`src/rtl/ss_sampler.sv`:
```
module ss_sampler #(
  parameter int DW = 12,
  parameter int AW = 4,
  parameter int PW = 3,
  parameter int ALAT = 4,
  parameter int IRQ_GAP = 2
) (
  input  logic          clk,
  input  logic          rst_n,
  input  logic          trig_eva,
  input  logic          trig_evb,
  input  logic          trig_sw,
  input  logic          trig_ext,
  input  logic          cont_en,
  input  logic [AW-1:0] acq_in,
  input  logic [PW-1:0] pair_in,
  input  logic [DW-1:0] conv_a,
  input  logic [DW-1:0] conv_b,
  input  logic          irq_clr,
  output logic          sh_pulse,
  output logic [PW-1:0] pair_sel,
  output logic [DW-1:0] res_a,
  output logic [DW-1:0] res_b,
  output logic          irq_flag
);
  localparam int PL = ALAT + 1 + IRQ_GAP;

  typedef enum logic [1:0] {IDLE, GAP, HOLD} ph_t;

  ph_t           ph;
  logic [AW-1:0] cnt, acq_l;
  logic          sh_r;
  logic [PL-1:0] pipe;

  wire start = (ph == IDLE) && (trig_eva | trig_evb | trig_sw | trig_ext);
  wire last  = (ph == HOLD) && (cnt == acq_l);

  always_ff @(posedge clk or negedge rst_n)
    if (!rst_n) begin
      ph <= IDLE; cnt <= '0; acq_l <= '0; pair_sel <= '0; sh_r <= 1'b0;
    end else begin
      case (ph)
        IDLE: if (start) begin
          ph <= GAP; cnt <= '0; acq_l <= acq_in; pair_sel <= pair_in;
        end
        GAP: if (cnt == AW'(1)) begin
          ph <= HOLD; cnt <= '0; sh_r <= 1'b1;
        end else cnt <= cnt + 1'b1;
        HOLD: if (last) begin
          sh_r <= 1'b0; cnt <= '0; ph <= cont_en ? GAP : IDLE;
        end else cnt <= cnt + 1'b1;
        default: ph <= IDLE;
      endcase
    end

  always_ff @(negedge clk or negedge rst_n)
    if (!rst_n) sh_pulse <= 1'b0;
    else        sh_pulse <= sh_r;

  always_ff @(posedge clk or negedge rst_n)
    if (!rst_n) begin
      pipe <= '0; res_a <= '0; res_b <= '0; irq_flag <= 1'b0;
    end else begin
      pipe <= {pipe[PL-2:0], last};
      if (pipe[ALAT-1]) res_a <= conv_a;
      if (pipe[ALAT])   res_b <= conv_b;
      if (pipe[PL-1])   irq_flag <= 1'b1;
      else if (irq_clr) irq_flag <= 1'b0;
    end

  logic [AW:0] wcnt;
  always_ff @(posedge clk or negedge rst_n)
    if (!rst_n)    wcnt <= '0;
    else if (sh_r) wcnt <= wcnt + 1'b1;
    else           wcnt <= '0;

  a_r3_width: assert property (@(posedge clk) disable iff (!rst_n)
    $fell(sh_r) |-> (wcnt == (AW+1)'(acq_l) + 1'b1));

  a_r8_settings_held: assert property (@(posedge clk) disable iff (!rst_n)
    (ph != IDLE) |=> ($stable(pair_sel) && $stable(acq_l)));

  a_r5_gap_before_pulse: assert property (@(posedge clk) disable iff (!rst_n)
    $rose(sh_r) |-> !$past(sh_r, 2));

  a_r6_irq_timing: assert property (@(posedge clk) disable iff (!rst_n)
    $rose(irq_flag) |-> $past(last, 8));
endmodule

```
`config.mk`:
```
export PLATFORM = sky130hd
export DESIGN_NAME = ss_sampler
export DESIGN_NICKNAME = d
export VERILOG_FILES = /design/src/rtl/ss_sampler.sv
export SDC_FILE = /design/constraint.sdc
export NUM_CORES = 1
export LEC_CHECK = 0
export ABC_AREA = 0
export BUFFER_PORTS_ARGS = -buffer_cell sky130_fd_sc_hd__buf_2
export CAP_MARGIN = 20
export CORE_ASPECT_RATIO = 0.75
export CORE_UTILIZATION = 28
export CTS_CLUSTER_SIZE = 12
export DETAILED_ROUTE_END_ITERATION = 7
export GPL_TIMING_DRIVEN = 0
export PLACE_DENSITY = 0.61
export SETUP_SLACK_MARGIN = 0.05
export SLEW_MARGIN = 20
export SYNTH_ARGS = -nofsm -noshare
export SYNTH_HDL_FRONTEND = slang
export SYNTH_SLANG_ARGS = --single-unit
```
`constraint.sdc`:
```
create_clock -name clk -period 2.04 [get_ports clk]
set_input_delay 0.306 -clock clk [delete_from_list [all_inputs] [get_ports clk]]
set_output_delay 0.306 -clock clk [all_outputs]
set_load 0.02 [all_outputs]
```
==> impl_metrics.toml, run 1 <==
[critical_path]
worstPathMaxFanout = 1
path_buf_inv = 1
cp-start-kind = "register"
slowest_delay_ps = 410
arrival_ps = 1840
cpLargestDelayFamily = "flip-flops"
cpMaxStageDelayCell = "dfrtn_1"
worstSetupPathType = "reg2out"
setup.worst_path.end_class = "output pin"
r2r_slack_ps = 190
critPathRequiredTime_ps = 1730
path_cells = "buf_6"

[cells_and_area]
layout_common_cells = "buf_2 (66), dfrtp_1 (46), mux2_2 (32)"
fin_nets = 249
stdcell_count = 286
area_delta_synth_final_pct = 28.64
n_antenna_cell = 0
drive_gt1_share_pct = 54.63
nFillCells = 631
layout_commonest_cell = "buf_2"
final_util_pct = 37.95
final_area_um2 = 2434

[run_status]
outcome = "finished, violations left"
violations = "negative setup slack"

[timing]
fin_ws_ps = -101.3
rsz0062_at_grt = "true"
slew_viol_final = 0
finalHoldViolations = 0
relSlewSlack_pct = 40.89
finalSetupViolations = 1
finClkSkew_ps = 4.422
fin_tns_setup_ps = -101.3
worst_slew_pin_slew_ps = 878.6
hold-worst-slack_ps = 15.75

[clock_tree]
cts_hold_buf = 0
clock_latency_ps = 290
cts_made_buffers = 5
cts_max_path_buffers = 2
htree_num_levels = 2
path_clk_slew_ps = 90
root_buffer = "clkbuf_8"
cts_tree = "built"
cts.sinks = 47

[pwr]
power.share.combinational_pct = 40.1
p_sw_mw = 1.219
p_int_mw = 2.105
power.density_nw_per_um2 = 1366
design_power_total_mw = 3.324
ir_drop_uv = 516.0
power.clock.fraction_pct = 16.9
p_sw_share_pct = 36.67
p_seq_share_pct = 43.0
p_leak_nw = 1.258

[place]
hpwl_um = 2513
post-place-ws_ps = -146.6
dpl-instance-area_um2 = 2328
placed_cells = 278
gp_congestion = 0.7436
io_buffers = 67

[yosys]
seq_area_frac_synth_pct = 62.17
synthesis.nets = 175
synthFlopType = "dfrtp_1"
yosysUniqueCellTypes = 30
synth_top_area_share_pct = 60.85
synth_edf_count = 0
ys_warn_count = 0
syn_inst = 130
synth_seq_cells = 47
synth_area_leaders = "dfrtp_1 (61%), mux2_2 (19%), ha_1 (4.0%)"
yosysTopAreaCell = "dfrtp_1"
synthArstFlopShare_pct = 100.0
avgSynthCellArea_um2 = 14.55
syn_area_um2 = 1892

[floorplan]
start_util_pct = 29.50
num_io_pins = 68
die_area_um2 = 7093
rows = 25
die_x_um = 96.92
fp.dieH_um = 73.19
core_um2 = 6412

[route]
ant_nets = 0
firstDrtPassIters = 4
wl_um = 3481
wl_per_cell_um = 12.17
drtIter0Drc = 24
via_per_inst = 4.423
vias = 1265
drc = 0

[global_routing]
grt_max_degree = 48
antenna_found_initial = 0
grt_pass1_vias = 1267
grt_pass1_wl_um = 5920
grtUsageTotal_pct = 10.49
grt-ovfl-total = 0

[job]
maxCapViolCount = 0

[hold_path]
hp-class = "in2async"
[power groups by stage]
| stage | sequential [mW] | combinational (mW) | clock, mW |
|---|---|---|---|
| finish | 1.43 | 1.33 | 0.561 |
| floorplan | 1.73 | 0.604 | 0 |
| global route | 1.48 | 1.45 | 0.641 |
| CTS | 1.44 | 1.33 | 0.603 |
| detailed placement | 1.46 | 1.32 | 0 |
| global placement | 1.44 | 1.30 | 0 |
[sequential cells by signal, indices dropped and copies added (netlist names)]
register,cells
res_a,12
res_b,12
pipe,7
acq_l,4
cnt,4
pair_sel,3
ph,2
irq_flag,1
sh_pulse,1
sh_r,1
[layer usage]
layer	routed length [um]	share of wire [%]	global-route usage, %
met4	0	0	1.824
met3	219	6.3	3.640
met2	1540	44	16.12
met5	0	0	0
met1	1720	49	14.52
[final cells by class]
type | instances | area, um^2 | share of cell area, %
Sequential cell | 47 | 1176 | 48.33
Multi-Input combinational cell | 75 | 693.2 | 28.48
Timing Repair Buffer | 67 | 344.1 | 14.14
Tap cell | 81 | 101.3 | 4.165
Clock buffer | 5 | 68.82 | 2.828
Clock inverter | 3 | 18.77 | 0.7712
Inverter | 5 | 18.77 | 0.7712
Buffer | 3 | 12.51 | 0.5141
[logic make-up (layout without fill, tap and decap cells)]
group | after synthesis | in the layout | synth area share (%)
flops | 47 | 47 | 62.17
mux | 32 | 32 | 19.05
simple gates | 17 | 17 | 5.092
compound gates | 16 | 16 | 6.217
buf+inv | 8 | 83 | 1.653
fa+ha+maj | 6 | 6 | 3.968
xor+xnor | 4 | 4 | 1.852
[path summary, 6_finish.rpt]
kind / startpoint / to / depth (start not counted)
max reg2reg: cnt[2] / ph[1] / 4
max: sh_pulse / sh_pulse / 1
min reg2reg: pipe[1] / pipe[2] / 0
max in group asynchronous: rst_n / sh_pulse / 1
min in group clk: conv_a[2] / res_a[2] / 2
min: rst_n / res_a[7] / 1
[synth_stat cells (2+ instances only)]
library cell,number
a21o_1,2
nand2b_1,2
a21oi_1,2
dfrtp_1,46
nor4_1,2
inv_1,5
nand2_1,5
o21ai_0,3
ha_1,6
xor2_1,4
and2_1,2
buf_1,2
mux2_2,32
[timing repair]
action | in CTS | in global routing
buffers inserted | 0 | 0
resized for setup | 3 | 2
gates cloned | 0 | 0
setup endpoints to repair | 2 | 2
Note: power is estimated with default switching activity, not from simulation.
==> run 2, diff against run 1 <==
--- a/config.mk
+++ b/config.mk
@@ -13,6 +13,8 @@
 export CTS_CLUSTER_SIZE = 12
 export DETAILED_ROUTE_END_ITERATION = 7
 export GPL_TIMING_DRIVEN = 0
+export HOLD_SLACK_MARGIN = 0.12
+export MAX_ROUTING_LAYER = met4
 export PLACE_DENSITY = 0.61
 export SETUP_SLACK_MARGIN = 0.05
 export SLEW_MARGIN = 20
==> run 2 against run 1 <==
Net effect: the run still ends with negative setup slack left; routed wire length barely moved; sequential share of layout area did not move; combinational power about the same; register-to-register slack is essentially flat; via count is 0.24% lower; clock-buffer cell count is the same; die area stayed put; sequential power hardly changed; first-iteration DRC count is 4.2% higher.
==> impl_metrics.toml, run 2 (synthesized netlist as in run 1, its figures left out) <==
[run_status]
outcome = "finished, violations left"
violations = "negative setup slack"

[cells_and_area]
top_regs = "res_a: 12 flops, res_b: 12 flops, pipe: 7 flops"
n_antenna_cell = 0
stdcell_count = 286
final_util_pct = 37.95
fin_nets = 249
drive_gt1_share_pct = 54.63
area_delta_synth_final_pct = 28.64
layout_common_cells = "buf_2 (66), dfrtp_1 (46), mux2_2 (32)"
layout_commonest_cell = "buf_2"

[route]
ant_nets = 0
wl_um = 3478
via_per_inst = 4.413
wl_met3_um = 225
drc = 0
wl_per_cell_um = 12.16
vias = 1262
wl_met1_um = 1731
drtIter0Drc = 25
routed-wl-met2_um = 1517
firstDrtPassIters = 4
top_layer = "met4"

[place]
placed_cells = 278
gp_congestion = 0.7530
io_buffers = 67
hpwl_um = 2513

[timing]
relSlewSlack_pct = 41.11
worst_slew_pin_slew_ps = 875.3
slew_viol_final = 0
finalSetupViolations = 1
finClkSkew_ps = 4.511
fin_ws_ps = -101.0
finalHoldViolations = 0
rsz0062_at_grt = "true"

[floorplan]
die_x_um = 96.92
core_um2 = 6412
rows = 25
start_util_pct = 29.50
fp.dieH_um = 73.19
die_area_um2 = 7093
num_io_pins = 68

[job]
maxCapViolCount = 0

[global_routing]
grt_pass1_vias = 1271
grtUsageTotal_pct = 10.81
grt-ovfl-total = 0
antenna_found_initial = 0
grt_pass1_wl_um = 5934
grt_max_degree = 48

[critical_path]
cpMaxStageDelayCell = "dfrtn_1"
worstPathMaxFanout = 1
path_cells = "buf_6"
slowest_delay_ps = 410
setup.worst_path.end_class = "output pin"
critPathRequiredTime_ps = 1730
worstSetupPathType = "reg2out"
path_buf_inv = 1
arrival_ps = 1830
cp-start-kind = "register"
cpLargestDelayFamily = "flip-flops"

[pwr]
p_leak_nw = 1.258
power.density_nw_per_um2 = 1366
ir_drop_uv = 513.7

[clock_tree]
cts_made_buffers = 5
cts_hold_buf = 0
path_clk_slew_ps = 90
root_buffer = "clkbuf_8"
cts_setup_buffers = 0
cts.sinks = 47
clock_latency_ps = 290
cts_tree = "built"
htree_num_levels = 2
cts_max_path_buffers = 2

[hold_path]
hp-class = "in2async"
run 2: cell type report:
type | instances | area [um^2]
Buffer | 3 | 12.51
Clock buffer | 5 | 68.82
Clock inverter | 3 | 18.77
Fill cell | 631 | 3979
Inverter | 5 | 18.77
Multi-Input combinational cell | 75 | 693.2
Sequential cell | 47 | 1176
Tap cell | 81 | 101.3
Timing Repair Buffer | 67 | 344.1
run 2: final timing paths:
check	slack, ps	startpoint	endpoint	depth (start not counted)
setup / recovery	-100	sh_pulse	sh_pulse	1
hold / removal	20	rst_n	res_a[7]	1
setup reg to reg	190	cnt[2]	ph[1]	4
hold reg to reg	360	pipe[1]	pipe[2]	0
max in group asynchronous	700	rst_n	sh_pulse	1
min in group clk	240	conv_a[2]	res_a[2]	2
run 2: metrics by stage:
step	hold WS [ps]	total power [mW]	area, um^2	worst slack, ps	setup TNS (ps)
floorplan	10.41	2.334	1892	241.3	0
global placement	332.2	2.734	2328	-127.5	-127.5
detailed placement	337.0	2.774	2328	-146.6	-146.6
CTS	222.0	3.375	2422	-119.5	-119.5
global route	53.30	3.563	2434	-142.3	-142.3
finish	16.35	3.324	2434	-101.0	-101.0
run 2: per-layer routing:
metal	vias up	global-route usage [%]
met3	2	3.640
met2	47	16.12
li1	611	-
met5	-	-
met1	602	14.52
met4	0	1.824
run 2: power breakdown:
group,internal [mW],switching (mW)
sequential,1.26,0.173
clock,0.242,0.319
combinational,0.606,0.727
run 2: what timing repair did:
| item | 4_1_cts | 5_1_grt |
|---|---|---|
| resized for setup | 3 | 2 |
| pin swaps | 0 | 0 |
| endpoints found under the hold margin | 0 | 46 |
| endpoints found under the setup margin | 2 | 2 |
